--- config.mk ---
export PLATFORM = sky130hd
export DESIGN_NAME = droop_bus_regulator
export DESIGN_NICKNAME = d
export VERILOG_FILES = /design/src/rtl/droop_pkg.sv /design/src/rtl/dre_cfg_bank.sv /design/src/rtl/dre_iout_est.sv /design/src/rtl/dre_droop_ref.sv /design/src/rtl/dre_pi.sv /design/src/rtl/droop_bus_regulator.sv
export SDC_FILE = /design/constraint.sdc
export NUM_CORES = 2
export LEC_CHECK = 0
export BUFFER_PORTS_ARGS = -buffer_cell sky130_fd_sc_hd__buf_2
export CAP_MARGIN = 40
export CORE_MARGIN = 4
export CORE_UTILIZATION = 55
export DETAILED_ROUTE_END_ITERATION = 7
export PLACE_DENSITY = 0.71
export SLEW_MARGIN = 15
export SYNTH_ARGS = -nofsm -noshare
export SYNTH_HDL_FRONTEND = slang
export SYNTH_SLANG_ARGS = --single-unit
--- constraint.sdc ---
create_clock -name clk -period 30.8 [get_ports clk]
set_input_delay 4.62 -clock clk [delete_from_list [all_inputs] [get_ports clk]]
set_output_delay 4.62 -clock clk [all_outputs]
set_load 0.02 [all_outputs]
--- src/rtl/droop_pkg.sv ---
package droop_pkg;
  localparam int CFG_AW  = 3;
  localparam int CFG_NUM = 1 << CFG_AW;

  typedef enum logic [CFG_AW-1:0] {
    CFG_VSET      = 3'd0,
    CFG_OFFSET    = 3'd1,
    CFG_SLOPE_BUS = 3'd2,
    CFG_SLOPE_DEV = 3'd3,
    CFG_KNEE      = 3'd4,
    CFG_IMAX      = 3'd5,
    CFG_KP        = 3'd6,
    CFG_KI        = 3'd7
  } cfg_idx_e;
endpackage

--- src/rtl/dre_cfg_bank.sv ---
module dre_cfg_bank
  import droop_pkg::*;
#(
  parameter int DATA_W = 16
) (
  input  logic              clk,
  input  logic              rst,
  input  logic              we,
  input  logic [CFG_AW-1:0] addr,
  input  logic [DATA_W-1:0] wdata,
  output logic [DATA_W-1:0] word_q [CFG_NUM]
);
  for (genvar g = 0; g < CFG_NUM; g++) begin : g_word
    always_ff @(posedge clk) begin
      if (rst) begin
        word_q[g] <= '0;
      end else if (we && (addr == CFG_AW'(g))) begin
        word_q[g] <= wdata;
      end
    end
  end
endmodule

--- src/rtl/dre_iout_est.sv ---
module dre_iout_est #(
  parameter int IL_W   = 10,
  parameter int DUTY_W = 10,
  localparam int OUT_W = IL_W - 1
) (
  input  logic signed [IL_W-1:0]   il,
  input  logic        [DUTY_W-1:0] duty,
  input  logic                     boost,
  output logic        [OUT_W-1:0]  iout
);
  localparam int PROD_W = IL_W + DUTY_W + 2;
  localparam logic signed [PROD_W-1:0] OUT_MAX = PROD_W'((1 << OUT_W) - 1);

  logic        [DUTY_W:0]   off_frac;
  logic signed [PROD_W-1:0] prod;
  logic signed [PROD_W-1:0] est;

  always_comb begin
    off_frac = {1'b1, {DUTY_W{1'b0}}} - {1'b0, duty};
    prod     = PROD_W'(il) * $signed(PROD_W'(off_frac));
    est      = boost ? (prod >>> DUTY_W) : PROD_W'(il);
    if (est < 0) begin
      iout = '0;
    end else if (est > OUT_MAX) begin
      iout = '1;
    end else begin
      iout = est[OUT_W-1:0];
    end
  end
endmodule

--- src/rtl/dre_droop_ref.sv ---
module dre_droop_ref #(
  parameter int VB_W   = 10,
  parameter int IOUT_W = 9,
  parameter int KNEE_W = 10,
  parameter int SL_W   = 16,
  parameter int SF     = 8,
  parameter int ERR_W  = 10,
  parameter int VREF_W = 22
) (
  input  logic        [IOUT_W-1:0] iout,
  input  logic        [KNEE_W-1:0] knee,
  input  logic        [SL_W-1:0]   slope_bus,
  input  logic        [SL_W-1:0]   slope_dev,
  input  logic        [VB_W-1:0]   vset,
  input  logic        [VB_W-1:0]   offset,
  input  logic        [VB_W-1:0]   vbus,
  output logic signed [VREF_W-1:0] vref,
  output logic signed [ERR_W-1:0]  err
);
  localparam int PW = SL_W + KNEE_W + 1;
  localparam int EMAX_I = (1 << (ERR_W - 1)) - 1;
  localparam logic signed [VREF_W-1:0] EMAX = VREF_W'(EMAX_I);
  localparam logic signed [VREF_W-1:0] EMIN = -EMAX - 1;

  logic        [PW-1:0]     drop_q;
  logic        [PW-SF-1:0]  drop;
  logic signed [VREF_W-1:0] diff;

  always_comb begin
    if (PW'(iout) <= PW'(knee)) begin
      drop_q = PW'(slope_bus) * PW'(iout);
    end else begin
      drop_q = PW'(slope_bus) * PW'(knee)
             + PW'(slope_dev) * (PW'(iout) - PW'(knee));
    end
    drop = drop_q[PW-1:SF];
    vref = $signed(VREF_W'(vset)) - $signed(VREF_W'(offset))
         - $signed(VREF_W'(drop));
    diff = vref - $signed(VREF_W'(vbus));
    if (diff > EMAX) begin
      err = EMAX[ERR_W-1:0];
    end else if (diff < EMIN) begin
      err = EMIN[ERR_W-1:0];
    end else begin
      err = diff[ERR_W-1:0];
    end
  end
endmodule

--- src/rtl/dre_pi.sv ---
module dre_pi #(
  parameter int ERR_W = 10,
  parameter int GW    = 16,
  parameter int GF    = 8,
  parameter int ACC_W = 40,
  parameter int OUT_W = 10
) (
  input  logic                    clk,
  input  logic                    rst,
  input  logic                    strobe,
  input  logic signed [ERR_W-1:0] err,
  input  logic        [GW-1:0]    kp,
  input  logic        [GW-1:0]    ki,
  input  logic        [OUT_W-1:0] imax,
  output logic        [OUT_W-1:0] iref
);
  logic signed [ACC_W-1:0] integ_q;
  logic signed [ACC_W-1:0] p_term;
  logic signed [ACC_W-1:0] i_step;
  logic signed [ACC_W-1:0] cand;
  logic signed [ACC_W-1:0] u;
  logic signed [ACC_W-1:0] ceil_s;
  logic                    sat_lo;
  logic                    sat_hi;
  logic                    commit;

  always_comb begin
    p_term = ACC_W'(err) * $signed(ACC_W'(kp));
    i_step = ACC_W'(err) * $signed(ACC_W'(ki));
    cand   = integ_q + i_step;
    u      = (p_term + cand) >>> GF;
    ceil_s = $signed(ACC_W'(imax));
    sat_lo = (u < 0);
    sat_hi = (u > ceil_s);
    commit = !((sat_lo && (err < 0)) || (sat_hi && (err > 0)));
  end

  always_ff @(posedge clk) begin
    if (rst) begin
      integ_q <= '0;
      iref    <= '0;
    end else if (strobe) begin
      if (commit) begin
        integ_q <= cand;
      end
      if (sat_lo) begin
        iref <= '0;
      end else if (sat_hi) begin
        iref <= imax;
      end else begin
        iref <= u[OUT_W-1:0];
      end
    end
  end
endmodule

--- src/rtl/droop_bus_regulator.sv ---
module droop_bus_regulator
  import droop_pkg::*;
#(
  parameter int VB_W       = 10,
  parameter int IL_W       = 10,
  parameter int DUTY_W     = 10,
  parameter int CFG_W      = 16,
  parameter int SLOPE_FRAC = 8,
  parameter int GAIN_FRAC  = 8,
  parameter int ERR_W      = 10,
  parameter int ACC_W      = 40,
  localparam int IOUT_W    = IL_W - 1,
  localparam int IREF_W    = IL_W,
  localparam int DROP_PW   = CFG_W + IL_W + 1,
  localparam int VREF_W    = DROP_PW - SLOPE_FRAC + 3
) (
  input  logic                     clk,
  input  logic                     rst,
  input  logic                     strobe,
  input  logic        [VB_W-1:0]   vbus_smp,
  input  logic signed [IL_W-1:0]   il_smp,
  input  logic        [DUTY_W-1:0] duty,
  input  logic                     boost_mode,
  input  logic                     cfg_we,
  input  logic        [CFG_AW-1:0] cfg_addr,
  input  logic        [CFG_W-1:0]  cfg_wdata,
  output logic        [IREF_W-1:0] iref_o,
  output logic signed [VREF_W-1:0] vref_o,
  output logic        [IOUT_W-1:0] iout_o,
  output logic                     upd_o
);
  logic        [CFG_W-1:0]  cfg_q [CFG_NUM];
  logic        [VB_W-1:0]   hold_vb;
  logic signed [IL_W-1:0]   hold_il;
  logic        [DUTY_W-1:0] hold_duty;
  logic                     hold_boost;
  logic        [IOUT_W-1:0] iout_c;
  logic signed [VREF_W-1:0] vref_c;
  logic signed [ERR_W-1:0]  err_c;
  logic        [IREF_W-1:0] imax_c;

  assign imax_c = cfg_q[int'(CFG_IMAX)][IREF_W-1:0];

  dre_cfg_bank #(.DATA_W(CFG_W)) u_cfg (
    .clk   (clk),
    .rst   (rst),
    .we    (cfg_we),
    .addr  (cfg_addr),
    .wdata (cfg_wdata),
    .word_q(cfg_q)
  );

  // samples taken at this strobe are consumed at the next one
  always_ff @(posedge clk) begin
    if (rst) begin
      hold_vb    <= '0;
      hold_il    <= '0;
      hold_duty  <= '0;
      hold_boost <= 1'b0;
    end else if (strobe) begin
      hold_vb    <= vbus_smp;
      hold_il    <= il_smp;
      hold_duty  <= duty;
      hold_boost <= boost_mode;
    end
  end

  dre_iout_est #(.IL_W(IL_W), .DUTY_W(DUTY_W)) u_est (
    .il   (hold_il),
    .duty (hold_duty),
    .boost(hold_boost),
    .iout (iout_c)
  );

  dre_droop_ref #(
    .VB_W  (VB_W),
    .IOUT_W(IOUT_W),
    .KNEE_W(IL_W),
    .SL_W  (CFG_W),
    .SF    (SLOPE_FRAC),
    .ERR_W (ERR_W),
    .VREF_W(VREF_W)
  ) u_ref (
    .iout     (iout_c),
    .knee     (cfg_q[int'(CFG_KNEE)][IL_W-1:0]),
    .slope_bus(cfg_q[int'(CFG_SLOPE_BUS)]),
    .slope_dev(cfg_q[int'(CFG_SLOPE_DEV)]),
    .vset     (cfg_q[int'(CFG_VSET)][VB_W-1:0]),
    .offset   (cfg_q[int'(CFG_OFFSET)][VB_W-1:0]),
    .vbus     (hold_vb),
    .vref     (vref_c),
    .err      (err_c)
  );

  dre_pi #(
    .ERR_W(ERR_W),
    .GW   (CFG_W),
    .GF   (GAIN_FRAC),
    .ACC_W(ACC_W),
    .OUT_W(IREF_W)
  ) u_pi (
    .clk   (clk),
    .rst   (rst),
    .strobe(strobe),
    .err   (err_c),
    .kp    (cfg_q[int'(CFG_KP)]),
    .ki    (cfg_q[int'(CFG_KI)]),
    .imax  (imax_c),
    .iref  (iref_o)
  );

  always_ff @(posedge clk) begin
    if (rst) begin
      vref_o <= '0;
      iout_o <= '0;
      upd_o  <= 1'b0;
    end else begin
      upd_o <= strobe;
      if (strobe) begin
        vref_o <= vref_c;
        iout_o <= iout_c;
      end
    end
  end
endmodule

==> metrics.cfg <==
[status]
run_status = complete, no violations

[setup_path]
crit_family = adder cells
crit_slowest_cell = fa_1
r2r_slack_ns = 1.49
reg2reg_from = hold_duty[2]
crit_buf_inv = 16
worstPathMaxFanout = 38
crit_path_start_kind = flop
path_class = reg2reg
crit_path_end_kind = flop
crit_arrival_ns = 29.78
critical_path_required_ns = 31.27
slowest_delay_ns = 0.56
cpMostUsedCell = fa_1
timing.rr.end = u_pi.integ_q[6]
r2r_cells = 116

[drt]
drc_errors = 0
drt_iter0_drc = 2697
drtAntennaViolNets = 0
num_vias = 37610
wl_per_cell_um = 20.05
finalWirelength_um = 130300
vias_per_cell = 5.787
dr.pass1.iters = 5

[timing]
post-route-period-util = 0.9517
fmax_mhz = 34.12
hold_ws_ns = 0.4556
final_max_slew_viol_count = 0
finalWorstSetupSlack_ns = 1.488
finalClockSkew_ns = 0.01636
hold_violations = 0
min_period_ns = 29.31
setup_violations = 0
relSlewSlack = 0.3718
worst_slew_pin_slew_ns = 0.9391

[clock_network]
cts-root-buf = clkbuf_16
path_clk_slew_ns = 0.06
clk_path_buf_depth = 3
cts_hold_buffers = 0
clkLatencyLatePin_ns = 0.60
cts-htree-levels = 1
cts_buffers = 30
cts_tree = built
cts_num_sinks = 217

[place]
preCtsSetupSlack_ns = 0.2455
port_buffers = 95
dp_hpwl_um = 104400
gp_congestion = 0.9958
place_area_mm2 = 0.04788

[logic_synthesis]
ys_top_cells_by_area = fa_1 33%, ha_1 13%, dfxtp_1 9.4%
yosys-top-cells-count = 939 x inv_1, 767 x fa_1, 708 x nand2_1
synth_edf_count = 0
synthXorXnorAreaFrac = 0.03329
synth-seq-cells = 217
syn_avg_cell_area_um2 = 8.515
synth_ff_type = dfxtp_1
synth_top_family_by_area = adder cells
synth_top_area_frac = 0.3321
async_flop_share = 0
synth.area.mux_share = 0.02314
synth_nets = 6744
synth_compound_area_frac = 0.1210
syn_area_mm2 = 0.04623
synth-simple-area-share = 0.1627
synth.largest_area_cell = fa_1
yosysMostFrequentCell = inv_1
synth_fa_ha_area_frac = 0.4658
yosysSeqAreaShare = 0.09397
syn_inst = 5429
synth_cell_types = 95
ys_warn_count = 0

[global_route]
grt_usage = 0.2936
antenna_found_initial = 5
grt_max_degree = 79
grt_overflow_total = 0
grt_pass1_wl_um = 208200
first_global_vias = 38370

[cells_and_area]
layout-drive-gt1-share = 0.06812
fin_area_mm2 = 0.04929
multi_input_area_mm2 = 0.03757
nFillCells = 7399
ff_latch_area_mm2 = 0.004344
area_growth_pct = 6.615
nNetsFinal = 6712

[hold_path]
min_path_cells = 2
holdCritStartpoint = u_cfg.word_q[105]
hold_class = reg2reg
hold_end = u_cfg.word_q[105]

[floorplan]
die_w_um = 297.9
initial_core_util = 0.5542
pin_count = 96
rows = 106
coreArea_mm2 = 0.08342
die_y_um = 297.9
fp.dieArea_mm2 = 0.08876

[run]
maxCapViolCount = 0

==> how the worst max path moves through the flow <==
| stage | startpoint | endpoint | cells after the start |
|---|---|---|---|
| 5_1_grt | hold_duty[2] | u_pi.integ_q[6] | 122 |
| 4_1_cts | hold_duty[2] | u_pi.integ_q[19] | 118 |
| 2_1_floorplan | hold_duty[0] | u_pi.integ_q[11] | 123 |
| 3_5_place_dp | hold_duty[2] | u_pi.integ_q[19] | 118 |
| 3_3_place_gp | hold_duty[2] | u_pi.integ_q[19] | 118 |
| 6_report | hold_duty[2] | u_pi.integ_q[6] | 116 |
==> flip-flops by register name, summed over array words and instances, names as in the netlist <==
| name | cells |
|---|---|
| u_pi.integ_q | 40 |
| u_pi.iref | 10 |
| upd_o | 1 |
| iout_o | 9 |
| vref_o | 22 |
| hold_duty | 10 |
| hold_vb | 10 |
| hold_boost | 1 |
| u_cfg.word_q | 104 |
| hold_il | 10 |
==> cells by family after synthesis <==
kind of cell               after synthesis
DFF                                    217
xor gates and xnor gates               174
buffers and inverters                 1207
AOI/OAI and AO/OA                      875
muxes                                  106
adders and majority gates             1261
and+or+nand+nor                       1589
==> layer usage <==
metal,share of wire,routed length (um),global-route usage,vias to the layer above
met1,0.40,52320,0.3806,18630
met3,0.070,9062,0.03942,344
li1,-,-,-,17220
met2,0.47,61710,0.4925,1417
met4,0.055,7185,0.1319,2
met5,0.000084,11,0,-
==> final cells by class <==
| class | instances | area share |
|---|---|---|
| Multi-Input combinational cell | 4005 | 0.7623 |
| Sequential cell | 217 | 0.08814 |
| Inverter | 939 | 0.07151 |
| Timing Repair Buffer | 204 | 0.03001 |
| Tap cell | 1080 | 0.02742 |
| Clock buffer | 37 | 0.01678 |
| Clock inverter | 15 | 0.003757 |
| Antenna cell | 2 | 0.0001015 |
==> worst reg2reg max path, delay by kind of cell (launching register included) <==
family                   cells  cell delay, ns
flip-flops                   1            0.35
adder cells (fa/ha/maj)     30           12.83
AND/OR/NAND/NOR             28            5.24
buffers and inverters       16            1.56
multiplexers                 1            0.25
XOR/XNOR                     4            0.95
AO/OA/AOI/OAI               37            8.09
==> timing repair <==
| item | CTS | global route |
|---|---|---|
| endpoints found under the setup margin | 0 | 50 |
| setup buffers | 0 | 11 |
| gates resized for setup | 0 | 59 |
==> cells in the final DEF (no fill, tap or decap), types with 7 or more instances in the layout <==
cell type	netlist	final
xnor2_1	116	105
o21ai_1	46	48
fa_1	767	767
a21o_1	79	77
xnor2_2	0	11
a31oi_1	139	137
nor2b_1	47	47
nand2_1	708	706
buf_2	17	94
or3_1	9	9
o21a_1	57	57
nand3_1	41	41
o21ai_0	127	125
nor4_1	8	7
ha_1	494	492
o211ai_1	14	14
and2_1	330	330
nor3_1	57	50
and3_1	16	16
o22ai_1	13	13
and4_1	9	9
a21oi_2	2	8
xor2_1	56	52
inv_1	939	939
clkbuf_16	0	31
a31o_2	24	24
nand4_1	10	10
a211oi_1	24	23
buf_4	0	91
and2_0	11	9
nor2_1	254	252
dfxtp_1	217	217
a21oi_1	242	235
nor3_2	1	8
o21bai_1	13	13
mux2i_1	102	102
nand2b_1	51	51
nand3b_1	10	10
buf_6	1	8
==> through the flow <==
step                setup TNS, ns  cells  utilization
floorplan                       0   5429            -
global placement                0   6418       0.5715
detailed placement              0   6432       0.5739
CTS                             0   6484       0.5860
global route              -0.6168   6498       0.5908
finish                          0   6499       0.5908
Power is left out: the tool's default activity adds up to more than one toggle a clock period on the data nets, which glitch-free logic cannot reach.
